**config.mk**
```make
export PLATFORM = sky130hd
export DESIGN_NAME = lcdt_timing_gen
export DESIGN_NICKNAME = d
export VERILOG_FILES = /design/src/rtl/lcdt_pkg.sv /design/src/rtl/lcdt_clkdiv.sv /design/src/rtl/lcdt_phase_fsm.sv /design/src/rtl/lcdt_timing_gen.sv
export SDC_FILE = /design/constraint.sdc
export NUM_CORES = 1
export LEC_CHECK = 0
export BUFFER_PORTS_ARGS = -buffer_cell sky130_fd_sc_hd__buf_2
export CAP_MARGIN = 10
export CORE_MARGIN = 4
export CORE_UTILIZATION = 51
export CTS_BUF_LIST = sky130_fd_sc_hd__clkbuf_8
export DETAILED_ROUTE_END_ITERATION = 7
export PLACE_DENSITY = 0.83
export SYNTH_ARGS = -nofsm -noshare
export SYNTH_HDL_FRONTEND = slang
export SYNTH_SLANG_ARGS = --single-unit
```
**constraint.sdc**
```tcl
create_clock -name clk -period 10.5 [get_ports clk]
set_input_delay 1.05 -clock clk [delete_from_list [all_inputs] [get_ports clk]]
set_output_delay 1.05 -clock clk [all_outputs]
set_load 0.02 [all_outputs]
```
**src/rtl/lcdt_pkg.sv**
```systemverilog
package lcdt_pkg;

    typedef enum logic [1:0] {
        PH_SYNC   = 2'd0,
        PH_START  = 2'd1,
        PH_ACTIVE = 2'd2,
        PH_END    = 2'd3
    } phase_e;

    typedef enum logic {
        HALF_LO = 1'b0,
        HALF_HI = 1'b1
    } half_e;

endpackage

```
**src/rtl/lcdt_clkdiv.sv**
```systemverilog
module lcdt_clkdiv
    import lcdt_pkg::*;
#(
    parameter int DIVW = 8
) (
    input  logic            clk,
    input  logic            rst,
    input  logic [DIVW-1:0] div,
    output logic            pclk,
    output logic            rise_tick,
    output logic            fall_tick
);

    localparam logic [DIVW-1:0] ONE = DIVW'(1);

    half_e           half_q, half_d;
    logic [DIVW-1:0] cnt_q, cnt_d;
    logic [DIVW-1:0] div_eff;
    logic            last;

    assign div_eff = (div == '0) ? ONE : div;
    assign last    = (cnt_q == div_eff - ONE);

    always_comb begin
        half_d = half_q;
        cnt_d  = cnt_q + ONE;
        if (last) begin
            cnt_d = '0;
            unique case (half_q)
                HALF_LO: half_d = HALF_HI;
                HALF_HI: half_d = HALF_LO;
            endcase
        end
    end

    always_ff @(posedge clk) begin
        if (rst) begin
            half_q <= HALF_LO;
            cnt_q  <= '0;
        end else begin
            half_q <= half_d;
            cnt_q  <= cnt_d;
        end
    end

    always_comb begin
        pclk      = (half_q == HALF_HI);
        rise_tick = last && (half_q == HALF_LO);
        fall_tick = last && (half_q == HALF_HI);
    end

endmodule

```
**src/rtl/lcdt_phase_fsm.sv**
```systemverilog
module lcdt_phase_fsm
    import lcdt_pkg::*;
#(
    parameter int W = 11
) (
    input  logic         clk,
    input  logic         rst,
    input  logic         step,
    input  logic [W-1:0] lim_sync,
    input  logic [W-1:0] lim_start,
    input  logic [W-1:0] lim_active,
    input  logic [W-1:0] lim_end,
    output phase_e       phase,
    output logic [W-1:0] cnt,
    output logic         wrap
);

    localparam logic [W-1:0] ONE = W'(1);

    phase_e       phase_d;
    logic [W-1:0] cnt_d;
    logic [W-1:0] lim_cur;
    logic         at_last;

    always_comb begin
        unique case (phase)
            PH_SYNC:   lim_cur = lim_sync;
            PH_START:  lim_cur = lim_start;
            PH_ACTIVE: lim_cur = lim_active;
            PH_END:    lim_cur = lim_end;
        endcase
    end

    assign at_last = (cnt == lim_cur);

    always_comb begin
        phase_d = phase;
        cnt_d   = cnt;
        if (step) begin
            if (at_last) begin
                cnt_d = '0;
                unique case (phase)
                    PH_SYNC:   phase_d = PH_START;
                    PH_START:  phase_d = PH_ACTIVE;
                    PH_ACTIVE: phase_d = PH_END;
                    PH_END:    phase_d = PH_SYNC;
                endcase
            end else begin
                cnt_d = cnt + ONE;
            end
        end
    end

    always_ff @(posedge clk) begin
        if (rst) begin
            phase <= PH_SYNC;
            cnt   <= '0;
        end else begin
            phase <= phase_d;
            cnt   <= cnt_d;
        end
    end

    assign wrap = step && at_last && (phase == PH_END);

endmodule

```
**src/rtl/lcdt_timing_gen.sv**
```systemverilog
module lcdt_timing_gen
    import lcdt_pkg::*;
#(
    parameter int DIVW = 8,
    parameter int HW   = 11,
    parameter int VW   = 10
) (
    input  logic            clk,
    input  logic            rst,
    input  logic [DIVW-1:0] cfg_div,
    input  logic [HW-1:0]   cfg_h_sync,
    input  logic [HW-1:0]   cfg_h_start,
    input  logic [HW-1:0]   cfg_h_active,
    input  logic [HW-1:0]   cfg_h_end,
    input  logic [VW-1:0]   cfg_v_sync,
    input  logic [VW-1:0]   cfg_v_start,
    input  logic [VW-1:0]   cfg_v_active,
    input  logic [VW-1:0]   cfg_v_end,
    input  logic            cfg_hs_inv,
    input  logic            cfg_vs_inv,
    output logic            pix_clk,
    output logic            hsync,
    output logic            vsync,
    output logic            den,
    output logic            pix_req,
    output logic [HW-1:0]   x_pos,
    output logic [VW-1:0]   y_pos
);

    // frame-start shadow of the configuration
    logic [DIVW-1:0] sh_div;
    logic [HW-1:0]   sh_hs, sh_hst, sh_ha, sh_he;
    logic [VW-1:0]   sh_vs, sh_vst, sh_va, sh_ve;
    logic            sh_hinv, sh_vinv;

    logic            rise_tick, fall_tick;
    phase_e          h_phase, v_phase;
    logic [HW-1:0]   h_cnt;
    logic [VW-1:0]   v_cnt;
    logic            h_wrap, v_wrap;
    logic            load;

    assign load = rst || v_wrap;

    always_ff @(posedge clk) begin
        if (load) begin
            sh_div  <= cfg_div;
            sh_hs   <= cfg_h_sync;
            sh_hst  <= cfg_h_start;
            sh_ha   <= cfg_h_active;
            sh_he   <= cfg_h_end;
            sh_vs   <= cfg_v_sync;
            sh_vst  <= cfg_v_start;
            sh_va   <= cfg_v_active;
            sh_ve   <= cfg_v_end;
            sh_hinv <= cfg_hs_inv;
            sh_vinv <= cfg_vs_inv;
        end
    end

    lcdt_clkdiv #(.DIVW(DIVW)) div_i (
        .clk       (clk),
        .rst       (rst),
        .div       (sh_div),
        .pclk      (pix_clk),
        .rise_tick (rise_tick),
        .fall_tick (fall_tick)
    );

    lcdt_phase_fsm #(.W(HW)) hfsm_i (
        .clk        (clk),
        .rst        (rst),
        .step       (fall_tick),
        .lim_sync   (sh_hs),
        .lim_start  (sh_hst),
        .lim_active (sh_ha),
        .lim_end    (sh_he),
        .phase      (h_phase),
        .cnt        (h_cnt),
        .wrap       (h_wrap)
    );

    lcdt_phase_fsm #(.W(VW)) vfsm_i (
        .clk        (clk),
        .rst        (rst),
        .step       (h_wrap),
        .lim_sync   (sh_vs),
        .lim_start  (sh_vst),
        .lim_active (sh_va),
        .lim_end    (sh_ve),
        .phase      (v_phase),
        .cnt        (v_cnt),
        .wrap       (v_wrap)
    );

    always_comb begin
        hsync   = (h_phase == PH_SYNC) ^ sh_hinv;
        vsync   = (v_phase == PH_SYNC) ^ sh_vinv;
        den     = (h_phase == PH_ACTIVE) && (v_phase == PH_ACTIVE);
        pix_req = den && rise_tick;
        x_pos   = (h_phase == PH_ACTIVE) ? h_cnt : '0;
        y_pos   = (v_phase == PH_ACTIVE) ? v_cnt : '0;
    end

endmodule

```
==> summary.md, run 1 <==
| Metric | Value |
|---|---|
| Status | `completed` |
| Fmax | `208 MHz` |
| Commonest non-fill, non-tap cells in the layout | `buf_2, edfxtp_1, dfxtp_1` |
| Worst hold path class | `register to register` |
| Initial antenna violation count | `0` |
| Setup ws final | `5.70 ns` |
| Critical setup path kind | `register to primary output` |
| GRT Total Usage | `0.189` |
| Die Y | `114 um` |
| Vias | `3983` |
| Critical path data arrival time | `3.75 ns` |
| Net Count, Synth | `558` |
| Clock Tree Root | `clkbuf_8` |
| Initial Utilization | `0.523` |
| Post-Syn Area per Cell | `12.6 um^2` |
| Ys async rst share | `0` |
| Post-place setup slack | `5.99 ns` |
| Fin cells | `726` |
| Fin crit period | `4.80 ns` |
| DRT Pass-1 Iters | `6` |
| Sequential-to-total area share from yosys stat | `0.616` |
| Yosys cell types | `50` |
| Clock transition at path regs | `0.07 ns` |
| Final Wtd Congestion | `0.954` |
| Post-synth EDFFs | `94` |
| Max rail drop VDD | `162 uV` |
| Main area contributors after synthesis | `edfxtp_1, dfxtp_1, xnor2_1, a222oi_1, xor2_1` |
| Setup TNS | `0 ns` |
| Met2 Use GR | `0.314` |
| Ys flop type | `edfxtp_1` |
| H-tree levels | `4` |
| Setup violators final | `0` |
| Final hold vios | `0` |
| WL per Instance | `16.7 um` |
| Cts bufs inserted | `17` |
| Final Cycle Share | `0.458` |
| RSZ-0062 raised after global routing | `no` |
| Clock Skew | `0.0126 ns` |
| Combinational share of power | `0.048` |
| CTS tree | `yes` |
| Most common cell after layout, fill and taps aside | `buf_2` |
| Cells after Synth | `450` |
| Routing usage on met1 | `0.240` |
| Drt initial violations | `397` |
| Vias in the first global route | `3951` |
| Power share of the clock group | `0.405` |
| Reg2reg start | `sh_div[2]$_DFFE_PP_` |
| Measured slew at the worst slew-check pin | `1.03 ns` |
| Final ANT Viol Nets | `0` |
| Dpl cells | `695` |
| Post-DP HPWL | `8580 um` |
| Post_cts resized | `0` |
| Drt total wl | `12100 um` |
| Req. time, crit path | `9.45 ns` |
| CP startpoint kind | `register` |
| Postcts setup bufs | `0` |
| Critical path startpoint | `sh_div[2]$_DFFE_PP_` |
| Synth Warn # | `0` |
| Leak | `0.00272 uW` |
| Row count | `38` |
| Post-Syn Area | `5690 um^2` |
| Diode count | `0` |
| Sw frac | `0.218` |
| Share of layout cells above drive strength 1 | `0.278` |
| Die ar. | `12900 um^2` |
| Post-synth top area share | `0.496` |
| Die width | `114 um` |
| GRT overflow | `0` |
| I/O Buffers | `121` |
| Via density | `5.49` |
| Clock buffer depth | `2` |
| DRC violation count after routing | `0` |
| Worst skew pair latency | `0.43 ns` |
| # IOs | `122` |
| First-pass GRT wire length | `19000 um` |
| Largest net degree at the start of global routing | `86` |
| P_int | `824 uW` |
| Flop pwr share | `0.547` |
| Hold Startpoint | `div_i.cnt_q[0]$_SDFF_PP0_` |
| Relative slew slack | `0.311` |
| CTS Sinks | `128` |
| Worst setup EP type | `primary output` |
| Synthesized flop and latch total | `128` |
| Synthesis-to-finish area growth | `19.8%` |
| Largest area contributor in the netlist | `edfxtp_1` |
| Max cap viols | `0` |
| Layer with the highest usage | `met2` |
| Final Max Slew Viols | `0` |
| Core area | `10900 um^2` |
| Power Density | `155 nW/um^2` |
| CTS Hold Bufs | `0` |
| Psw | `230 uW` |
| Met3 GRT Util | `0.0525` |
| Critical-path maximum fanout | `8` |
| Fin nets | `682` |
[synth_stat cells (6+ instances only)]
master / n
nand3_1: 12
and3_1: 6
ha_1: 12
nand4_1: 11
mux2i_1: 15
inv_1: 20
dfxtp_1: 34
nor2_1: 28
a222oi_1: 21
xnor2_1: 29
xor2_1: 22
and2_1: 25
edfxtp_1: 94
nand2_1: 17
a21oi_1: 21
nor2b_1: 10
nor3_1: 8
clkbuf_1: 14
[metal layers]
metal | part of all wire | wire length [um] | up-vias
li1 | - | - | 1916
met1 | 0.43 | 5200 | 1904
met2 | 0.50 | 6000 | 150
met3 | 0.060 | 729 | 13
met4 | 0.014 | 166 | 0
met5 | 0 | 0 | -
[worst paths after layout]
kind	depth (start not counted)	slack, ns	end
min	1	0.49	div_i.cnt_q[0]$_SDFF_PP0_
max	8	5.70	pix_req
min reg2reg	1	0.49	div_i.cnt_q[0]$_SDFF_PP0_
max reg2reg	11	5.90	sh_ha[5]$_DFFE_PP_
[final cells by class]
cell class                 count  area (um^2)
sequential                   128         3500
clock inverter                14          168
timing repair buffer         122          613
inverter                      20         75.1
clock buffer                  17          234
fill                         818         4070
multi-input combinational    285         2050
tap                          140          175
[power by group through the flow]
stage	clock network (uW)	registers, uW	logic [uW]
floorplan	0	588	26.6
CTS	434	576	51.2
global placement	0	586	49.2
global route	457	578	56.5
finish	426	576	51.1
detailed placement	0	587	50.8
[sequential cells by signal, summed over array words and instances (netlist names)]
signal	count
div_i.cnt_q	8
div_i.pclk	1
hfsm_i.cnt	11
hfsm_i.phase	2
sh_div	8
sh_ha	11
sh_he	11
sh_hinv	1
sh_hs	11
sh_hst	11
sh_va	10
sh_ve	10
sh_vinv	1
sh_vs	10
sh_vst	10
vfsm_i.cnt	10
vfsm_i.phase	2
[through the flow]
stage                     hold slack, ns  total power [uW]  instance area (um^2)   util
after floorplan                    0.445               615                  5690      -
after global placement             0.467               635                  6410  0.589
after detailed placement           0.483               638                  6410  0.589
after CTS                          0.499              1060                  6820  0.626
after global routing               0.543              1090                  6820  0.626
final                              0.492              1050                  6820  0.626
[critical path, cell delays in order, from the launching register on]
cell and delay [ns]:
edfxtp_1 0.52, nor4_4 0.47, a21oi_2 0.11, ha_1 0.29, and3_2 0.22, or4_4 0.52
or4_2 0.73, nor3b_1 0.25, buf_2 0.21
[cells by family (layout without fill, tap and decap cells)]
| group | count (synthesis) | in the layout | synth area share |
|---|---|---|---|
| buffers and inverters | 37 | 173 | 0.0262 |
| and+or+nand+nor | 149 | 149 | 0.151 |
| adders and majority gates | 12 | 12 | 0.0264 |
| muxes | 15 | 15 | 0.0264 |
| DFF | 128 | 128 | 0.616 |
| xor gates and xnor gates | 51 | 51 | 0.0785 |
| AOI/OAI and AO/OA | 58 | 58 | 0.0757 |
Note: power is estimated with default switching activity, not from simulation.
==> inputs of run 2 (changes only) <==
Settings changed: ABC_AREA set to 1, CORE_UTILIZATION 51 to 55, PLACE_DENSITY 0.83 to 0.84.
Clock period 10.5 ns to 4.8 ns, I/O delays scaled along.
==> run 2 against run 1 <==
Against the previous run: via count rose by 31%; power up 110%; synthesized area is 13% higher; clock skew increased by 0.00074 ns; largest cell class unchanged; critical path type is now register to register; first-iteration DRC count fell by 7.1%; largest power group unchanged; global-route usage increased by 2.8 points; combinational power up 140%; die area up 4.7%; worst hold slack got worse by 0.29 ns.
==> summary.md, run 2 <==
| Metric | Value |
|---|---|
| Fmax | `275 MHz` |
| Power Density | `295 nW/um^2 (+91%)` |
| Worst skew pair latency | `0.45 ns (+0.02 ns)` |
| First-pass GRT wire length | `22500 um (+18%)` |
| Cell count along the critical path | `17 (+9)` |
| Vias | `5220 (+31%)` |
| Die Y | `116 um (+2.3%)` |
| Final total power | `2230 uW (+110%)` |
| DRT Pass-1 Iters | `8 (+2)` |
| I/O Buffers | `121 (unchanged)` |
| CP top delay family | `simple AND/OR/NAND/NOR gates` |
| Hold Startpoint | `cfg_v_end[5]` |
| Largest area contributor in the netlist | `edfxtp_1` |
| Post-Syn Area | `6440 um^2 (+13%)` |
| Reg2reg path depth | `17 (+6)` |
| Final ANT Viol Nets | `0 (unchanged)` |
| Via density | `5.09 (-7.3%)` |
| Psw | `486 uW (+110%)` |
| Synthesized flop and latch total | `128 (unchanged)` |
| R2R setup slack | `1.17 ns (-4.73 ns)` |
| Clock transition at path regs | `0.07 ns (about the same)` |
| Setup ws final | `1.17 ns (-4.53 ns)` |
| Initial Utilization | `0.562 (+0.0395)` |
| Final Cycle Share | `0.756` |
| Sequential cell area | `3500 um^2 (unchanged)` |
| CP peak stage delay | `0.56 ns (-0.17 ns)` |
| Flop pwr share | `0.565 (+0.018)` |
| Vias in the first global route | `4818 (+22%)` |
| Post-synth top area share | `0.438 (-0.0582)` |
| Clock Skew | `0.0133 ns (+0.000737 ns)` |
| Cells after Synth | `744 (+65%)` |
| GRT overflow | `0 (unchanged)` |
| Final hold vios | `0 (unchanged)` |
| Largest net degree at the start of global routing | `55 (-36%)` |
| Synth Warn # | `0 (unchanged)` |
| Post-layout util | `0.657 (+0.0311)` |
| Net Count, Synth | `852 (+53%)` |
| Core area | `11500 um^2 (+5.3%)` |
| Setup violators final | `0 (unchanged)` |
| Cell Chain, Critical Path | `nor2_1 -> nand2_1 -> inv_2 -> nand2_4 -> nand2_2 -> inv_1 -> ha_1 -> xor2_1 -> nand2_1 -> inv_1 -> nand3_1 -> nor2_1 -> nand3_2 -> nor3_4 -> nand4_2 -> o21ai_4 -> buf_4` |
| Post-place setup slack | `1.17 ns (-4.81 ns)` |
| Fillers | `936 (+14%)` |
| Relative slew slack | `0.379 (+0.0683)` |
| Post-Syn Area per Cell | `8.66 um^2 (-31%)` |
| Fin crit period | `3.63 ns` |
| Share of layout cells above drive strength 1 | `0.204 (-0.0743)` |
| Ys async rst share | `0 (unchanged)` |
| Drt total wl | `13800 um (+14%)` |
| Final Max Slew Viols | `0 (unchanged)` |
| Power share of the clock group | `0.379 (-0.026)` |
| Diode count | `0 (unchanged)` |
| Req. time, crit path | `4.88 ns (-4.57 ns)` |
| Hold path cells | `1 (unchanged)` |
| Drt initial violations | `369 (-7.1%)` |
| P_int | `1740 uW (+110%)` |
| CTS tree | `yes` |
| Max cap viols | `0 (unchanged)` |
| DRC violation count after routing | `0 (unchanged)` |
| RSZ-0062 raised after global routing | `no` |
| Max rail drop VDD | `214 uV (+32%)` |
| Postcts setup bufs | `0 (unchanged)` |
| CTS Hold Bufs | `0 (unchanged)` |
| Hold Path End | `sh_ve[5]$_DFFE_PP_` |
| Synth top cells by count | `nand2_1, edfxtp_1, inv_1` |
| Setup TNS | `0 ns (unchanged)` |
| Worst hold path class | `input port to register` |
| H-tree levels | `4 (unchanged)` |
| RR Endpoint | `sh_hst[7]$_DFFE_PP_` |
| Most frequent cell after synthesis | `nand2_1` |
| Critical path data arrival time | `3.71 ns (-0.04 ns)` |
| Status | `completed` |
| Post_cts resized | `0 (unchanged)` |
| Post-synth EDFFs | `94 (unchanged)` |
| Fin nets | `978 (+43%)` |
| Post-DP HPWL | `10200 um (+19%)` |
| Reg2reg start | `sh_div[4]$_DFFE_PP_` |
| Commonest non-fill, non-tap cells in the layout | `nand2_1, buf_2, edfxtp_1` |
| Die ar. | `13500 um^2 (+4.7%)` |
| Die width | `116 um (+2.3%)` |
| Cts bufs inserted | `17 (unchanged)` |
| Critical setup path kind | `register to register` |
| CTS Sinks | `128 (unchanged)` |
| CP startpoint kind | `register` |
| Ys flop type | `edfxtp_1` |
| Row count | `39 (+2.6%)` |
| Sequential-to-total area share from yosys stat | `0.544 (-0.0722)` |
| Synthesis-to-finish area growth | `16.9%` |
| Clock buffer depth | `2 (unchanged)` |
| Initial antenna violation count | `0 (unchanged)` |
| Clock Tree Root | `clkbuf_8` |
| Leak | `0.00338 uW (+24%)` |
| Measured slew at the worst slew-check pin | `0.931 ns (-0.102 ns)` |
| Yosys cell types | `41 (-18%)` |
| Final Hold Slack | `0.200 ns (-0.292 ns)` |
| GRT Total Usage | `0.217 (+0.0276)` |
| Sw frac | `0.219 (+0.000513)` |
| Combinational share of power | `0.056 (+0.008)` |
| CP bufs+invs | `4 (+3)` |
| Main area contributors after synthesis | `edfxtp_1, nand2_1, dfxtp_1, nand3_1, inv_1` |
| Multi-input gate area | `2550 um^2 (+24%)` |
| Most common cell after layout, fill and taps aside | `nand2_1` |
| Critical-path maximum fanout | `54 (+46)` |
| Worst setup EP type | `register` |
| Final Wtd Congestion | `0.890 (-6.7%)` |
| WL per Instance | `13.5 um (-19%)` |
| Crit-path slowest cell | `buf_4` |
| # IOs | `122 (unchanged)` |
==> run 2: cell families after synthesis <==
| logic type | share of synthesized area |
|---|---|
| DFF | 0.544 |
| adders and majority gates | 0.0233 |
| xor gates and xnor gates | 0.0285 |
| AOI/OAI and AO/OA | 0.0291 |
| buffers and inverters | 0.0629 |
| and+or+nand+nor | 0.313 |
==> run 2: worst max path at each step <==
stage                        start                  end  slack [ns]
2_1_floorplan  sh_div[3]$_DFFE_PP_  sh_div[0]$_DFFE_PP_        0.57
3_3_place_gp   sh_div[4]$_DFFE_PP_  sh_hst[7]$_DFFE_PP_        1.29
3_5_place_dp   sh_div[5]$_DFFE_PP_  sh_hst[7]$_DFFE_PP_        1.17
4_1_cts        sh_div[4]$_DFFE_PP_  sh_hst[7]$_DFFE_PP_        1.16
5_1_grt        sh_div[4]$_DFFE_PP_  sh_hst[7]$_DFFE_PP_        0.84
6_report       sh_div[4]$_DFFE_PP_  sh_hst[7]$_DFFE_PP_        1.17
==> run 2: per-stage QoR <==
| step | cells | cell area [um^2] |
|---|---|---|
| after floorplan | 744 | 6460 |
| after global placement | 994 | 7170 |
| after detailed placement | 994 | 7170 |
| after CTS | 1026 | 7540 |
| after global routing | 1026 | 7540 |
| final | 1026 | 7540 |
==> run 2: cell type report <==
type / count / area share
multi-input cells: 516 / 0.338
flip-flops and latches: 128 / 0.465
well taps: 143 / 0.0237
inverters: 83 / 0.0417
repair buffers: 124 / 0.0833
clock inverters: 15 / 0.0173
clock buffers: 17 / 0.0310
==> run 2: power by group through the flow <==
stage	Combinational, uW	Clock (uW)	Sequential [uW]
after global routing	141	910	1260
after floorplan	68.5	0	1280
after detailed placement	125	0	1280
after global placement	123	0	1280
final	124	844	1260
after CTS	125	863	1260
==> run 2: layer usage <==
layer / routed length (um) / share of wire / track usage
met5: 0 / 0 / 0
met4: 269 / 0.019 / 0.0974
met3: 928 / 0.067 / 0.0518
met2: 6520 / 0.47 / 0.336
met1: 6130 / 0.44 / 0.291
==> inputs of run 3 (changes only) <==
Clock period 4.8 ns to 3.4 ns, I/O delays scaled along.
==> run 3 against run 2 <==
Against the previous run: clock skew shrank 0.0052 ns; count of clock-buffer cells in the layout is the same; register-to-register slack got worse by 1.0 ns; sequential power increased by 40%; largest cell class unchanged.
==> summary.md, run 3 (same netlist as run 2, synthesis figures left out) <==
| Metric | Value |
|---|---|
| Status | `completed` |
| Post-route cell area | `7900 um^2 (+4.9%)` |
| Setup violators final | `0 (unchanged)` |
| Clock buffer depth | `2 (unchanged)` |
| Req. time, crit path | `3.56 ns (-1.32 ns)` |
| Fin crit period | `3.26 ns (-0.371 ns)` |
| Post-place setup slack | `0.212 ns (-0.963 ns)` |
| Fmax | `307 MHz (+11%)` |
| R2R setup slack | `0.14 ns (-1.03 ns)` |
| CP peak stage delay | `0.43 ns (-0.13 ns)` |
| First-pass GRT wire length | `22600 um (+0.40%)` |
| Critical path data arrival time | `3.42 ns (-0.29 ns)` |
| Placed cell areas | `7260 um^2 (+1.2%)` |
| GRT overflow | `0 (unchanged)` |
| Vias | `5365 (+2.8%)` |
| Worst skew pair latency | `0.44 ns (about the same)` |
| Die width | `116 um (unchanged)` |
| Measured slew at the worst slew-check pin | `0.602 ns (-0.330 ns)` |
| WL per Instance | `14.0 um (+3.7%)` |
| Multi-input gate area | `2580 um^2 (+1.2%)` |
| Fin nets | `1003 (+2.6%)` |
| CP startpoint kind | `register` |
| Post-DP HPWL | `10400 um (+2.1%)` |
| Vias in the first global route | `4951 (+2.8%)` |
| Flop pwr share | `0.539 (-0.026)` |
| Critical path startpoint | `sh_div[4]$_DFFE_PP_` |
| Setup crit end | `sh_vs[1]$_DFFE_PP_` |
| Drt total wl | `14700 um (+6.3%)` |
| Reg2reg path depth | `18 (+1)` |
| Final ANT Viol Nets | `0 (unchanged)` |
| Initial antenna violation count | `0 (unchanged)` |
| DRC violation count after routing | `0 (unchanged)` |
| Critical setup path kind | `register to register` |
| Clock Tree Root | `clkbuf_8` |
| Sequential cell area | `3500 um^2 (unchanged)` |
| Synthesis-to-finish area growth | `22.6%` |
| Reg2reg start | `sh_div[4]$_DFFE_PP_` |
| Fin cells | `1051 (+2.4%)` |
| Final total power | `3290 uW (+48%)` |
| GRT Total Usage | `0.215 (-0.00176)` |
| Clock Skew | `0.00815 ns (-0.00519 ns)` |
| Leak | `0.00357 uW (+5.5%)` |
| H-tree levels | `4 (unchanged)` |
| Fillers | `891 (-4.8%)` |
| P_int | `2570 uW (+48%)` |
| I/O Buffers | `121 (unchanged)` |
| Worst setup EP type | `register` |
| Most common cell after layout, fill and taps aside | `nand2_1` |
| Final Cycle Share | `0.959 (+0.202)` |
| Clock transition at path regs | `0.07 ns (about the same)` |
| Post-layout util | `0.689 (+0.0320)` |
| CTS Sinks | `128 (unchanged)` |
| Largest net degree at the start of global routing | `59 (+7.3%)` |
| Die ar. | `13500 um^2 (unchanged)` |
| Via density | `5.10 (+0.33%)` |
| DRT Pass-1 Iters | `5 (-3)` |
| Psw | `727 uW (+49%)` |
| RR Endpoint | `sh_vs[1]$_DFFE_PP_` |
| Dpl cells | `1001 (+0.70%)` |
| Commonest non-fill, non-tap cells in the layout | `nand2_1, buf_2, edfxtp_1` |
| Power Density | `417 nW/um^2 (+41%)` |
| Sw frac | `0.221 (+0.00216)` |
| Final Max Slew Viols | `0 (unchanged)` |
| Share of layout cells above drive strength 1 | `0.233 (+0.0296)` |
| Initial Utilization | `0.562 (unchanged)` |
| Worst hold path class | `input port to register` |
| # IOs | `122 (unchanged)` |
| Crit-path slowest cell | `edfxtp_1` |
| Relative slew slack | `0.599 (+0.220)` |
| Cell Chain, Critical Path | `nor2_2 -> nand2_2 -> inv_2 -> nand2_4 -> nand2_2 -> inv_1 -> ha_1 -> xor2_1 -> nand2_1 -> inv_1 -> nand3_2 -> nor2_4 -> nand3_2 -> nor3_4 -> nand4_4 -> o21ai_4 -> buf_6 -> clkbuf_16` |
| Combinational share of power | `0.064 (+0.008)` |
| Die Y | `116 um (unchanged)` |
| Row count | `39 (unchanged)` |
| Max cap viols | `0 (unchanged)` |
| Drt initial violations | `386 (+4.6%)` |
| Final hold vios | `0 (unchanged)` |
| CTS tree | `yes` |
| Critical-path maximum fanout | `9 (-83%)` |
| Cts bufs inserted | `17 (unchanged)` |
| Max rail drop VDD | `345 uV (+61%)` |
| Final Wtd Congestion | `0.881 (-1.0%)` |
| Diode count | `0 (unchanged)` |
| Core area | `11500 um^2 (unchanged)` |
| Setup ws final | `0.140 ns (-1.03 ns)` |
| Power share of the clock group | `0.398 (+0.019)` |
-- run 3: final cells by class --
cell class,count,share of cell area
timing repair buffer,149,0.117
clock buffer,17,0.0296
tap,143,0.0226
sequential,128,0.443
inverter,83,0.0397
clock inverter,15,0.0214
multi-input combinational,516,0.326
-- run 3: critical path, delay by kind of cell (launching register included) --
family	cells	cell delay, ns
and+or+nand+nor	10	1.26
adders and majority gates	1	0.28
DFF	1	0.43
xor gates and xnor gates	1	0.19
buffers and inverters	5	0.55
AOI/OAI and AO/OA	1	0.30
-- run 3: worst min path at each step --
stage / slack [ns] / end / start / depth (start not counted)
6_report: 0.07 / sh_hs[3]$_DFFE_PP_ / cfg_h_sync[3] / 1
5_1_grt: 0.05 / sh_vs[9]$_DFFE_PP_ / cfg_v_sync[9] / 1
4_1_cts: 0.06 / sh_hs[3]$_DFFE_PP_ / cfg_h_sync[3] / 1
3_5_place_dp: 0.48 / vfsm_i.cnt[8]$_SDFFE_PP0P_ / vfsm_i.cnt[8]$_SDFFE_PP0P_ / 2
3_3_place_gp: 0.49 / vfsm_i.cnt[8]$_SDFFE_PP0P_ / vfsm_i.cnt[8]$_SDFFE_PP0P_ / 2
2_1_floorplan: 0.44 / sh_div[0]$_DFFE_PP_ / cfg_div[0] / 0
-- run 3: power by group through the flow --
stage	Clock, uW	Sequential (uW)	Combinational (uW)
after floorplan	0	1800	97.2
after global placement	0	1800	175
after detailed placement	0	1810	179
after CTS	1320	1770	180
after global routing	1400	1780	234
final	1310	1770	210
-- run 3: repair_timing --
item / in CTS / in global routing
buffers inserted: 0 / 12
endpoints found under the setup margin: 0 / 58
resized for setup: 0 / 10
hold buffers: 0 / 0
-- run 3: metal layers --
layer	wire length, um	vias to the layer above	track usage
li1	-	2738	-
met1	6090	2421	0.277
met2	7400	181	0.355
met3	945	25	0.0435
met4	278	0	0.0913
met5	0	-	0
-- run 3: stage by stage --
step | TNS [ns] | hold WS, ns
after CTS | 0 | 0.0556
final | 0 | 0.0704
after floorplan | -74.70 | 0.439
after global routing | -0.619 | 0.0539
after detailed placement | 0 | 0.485
after global placement | 0 | 0.486
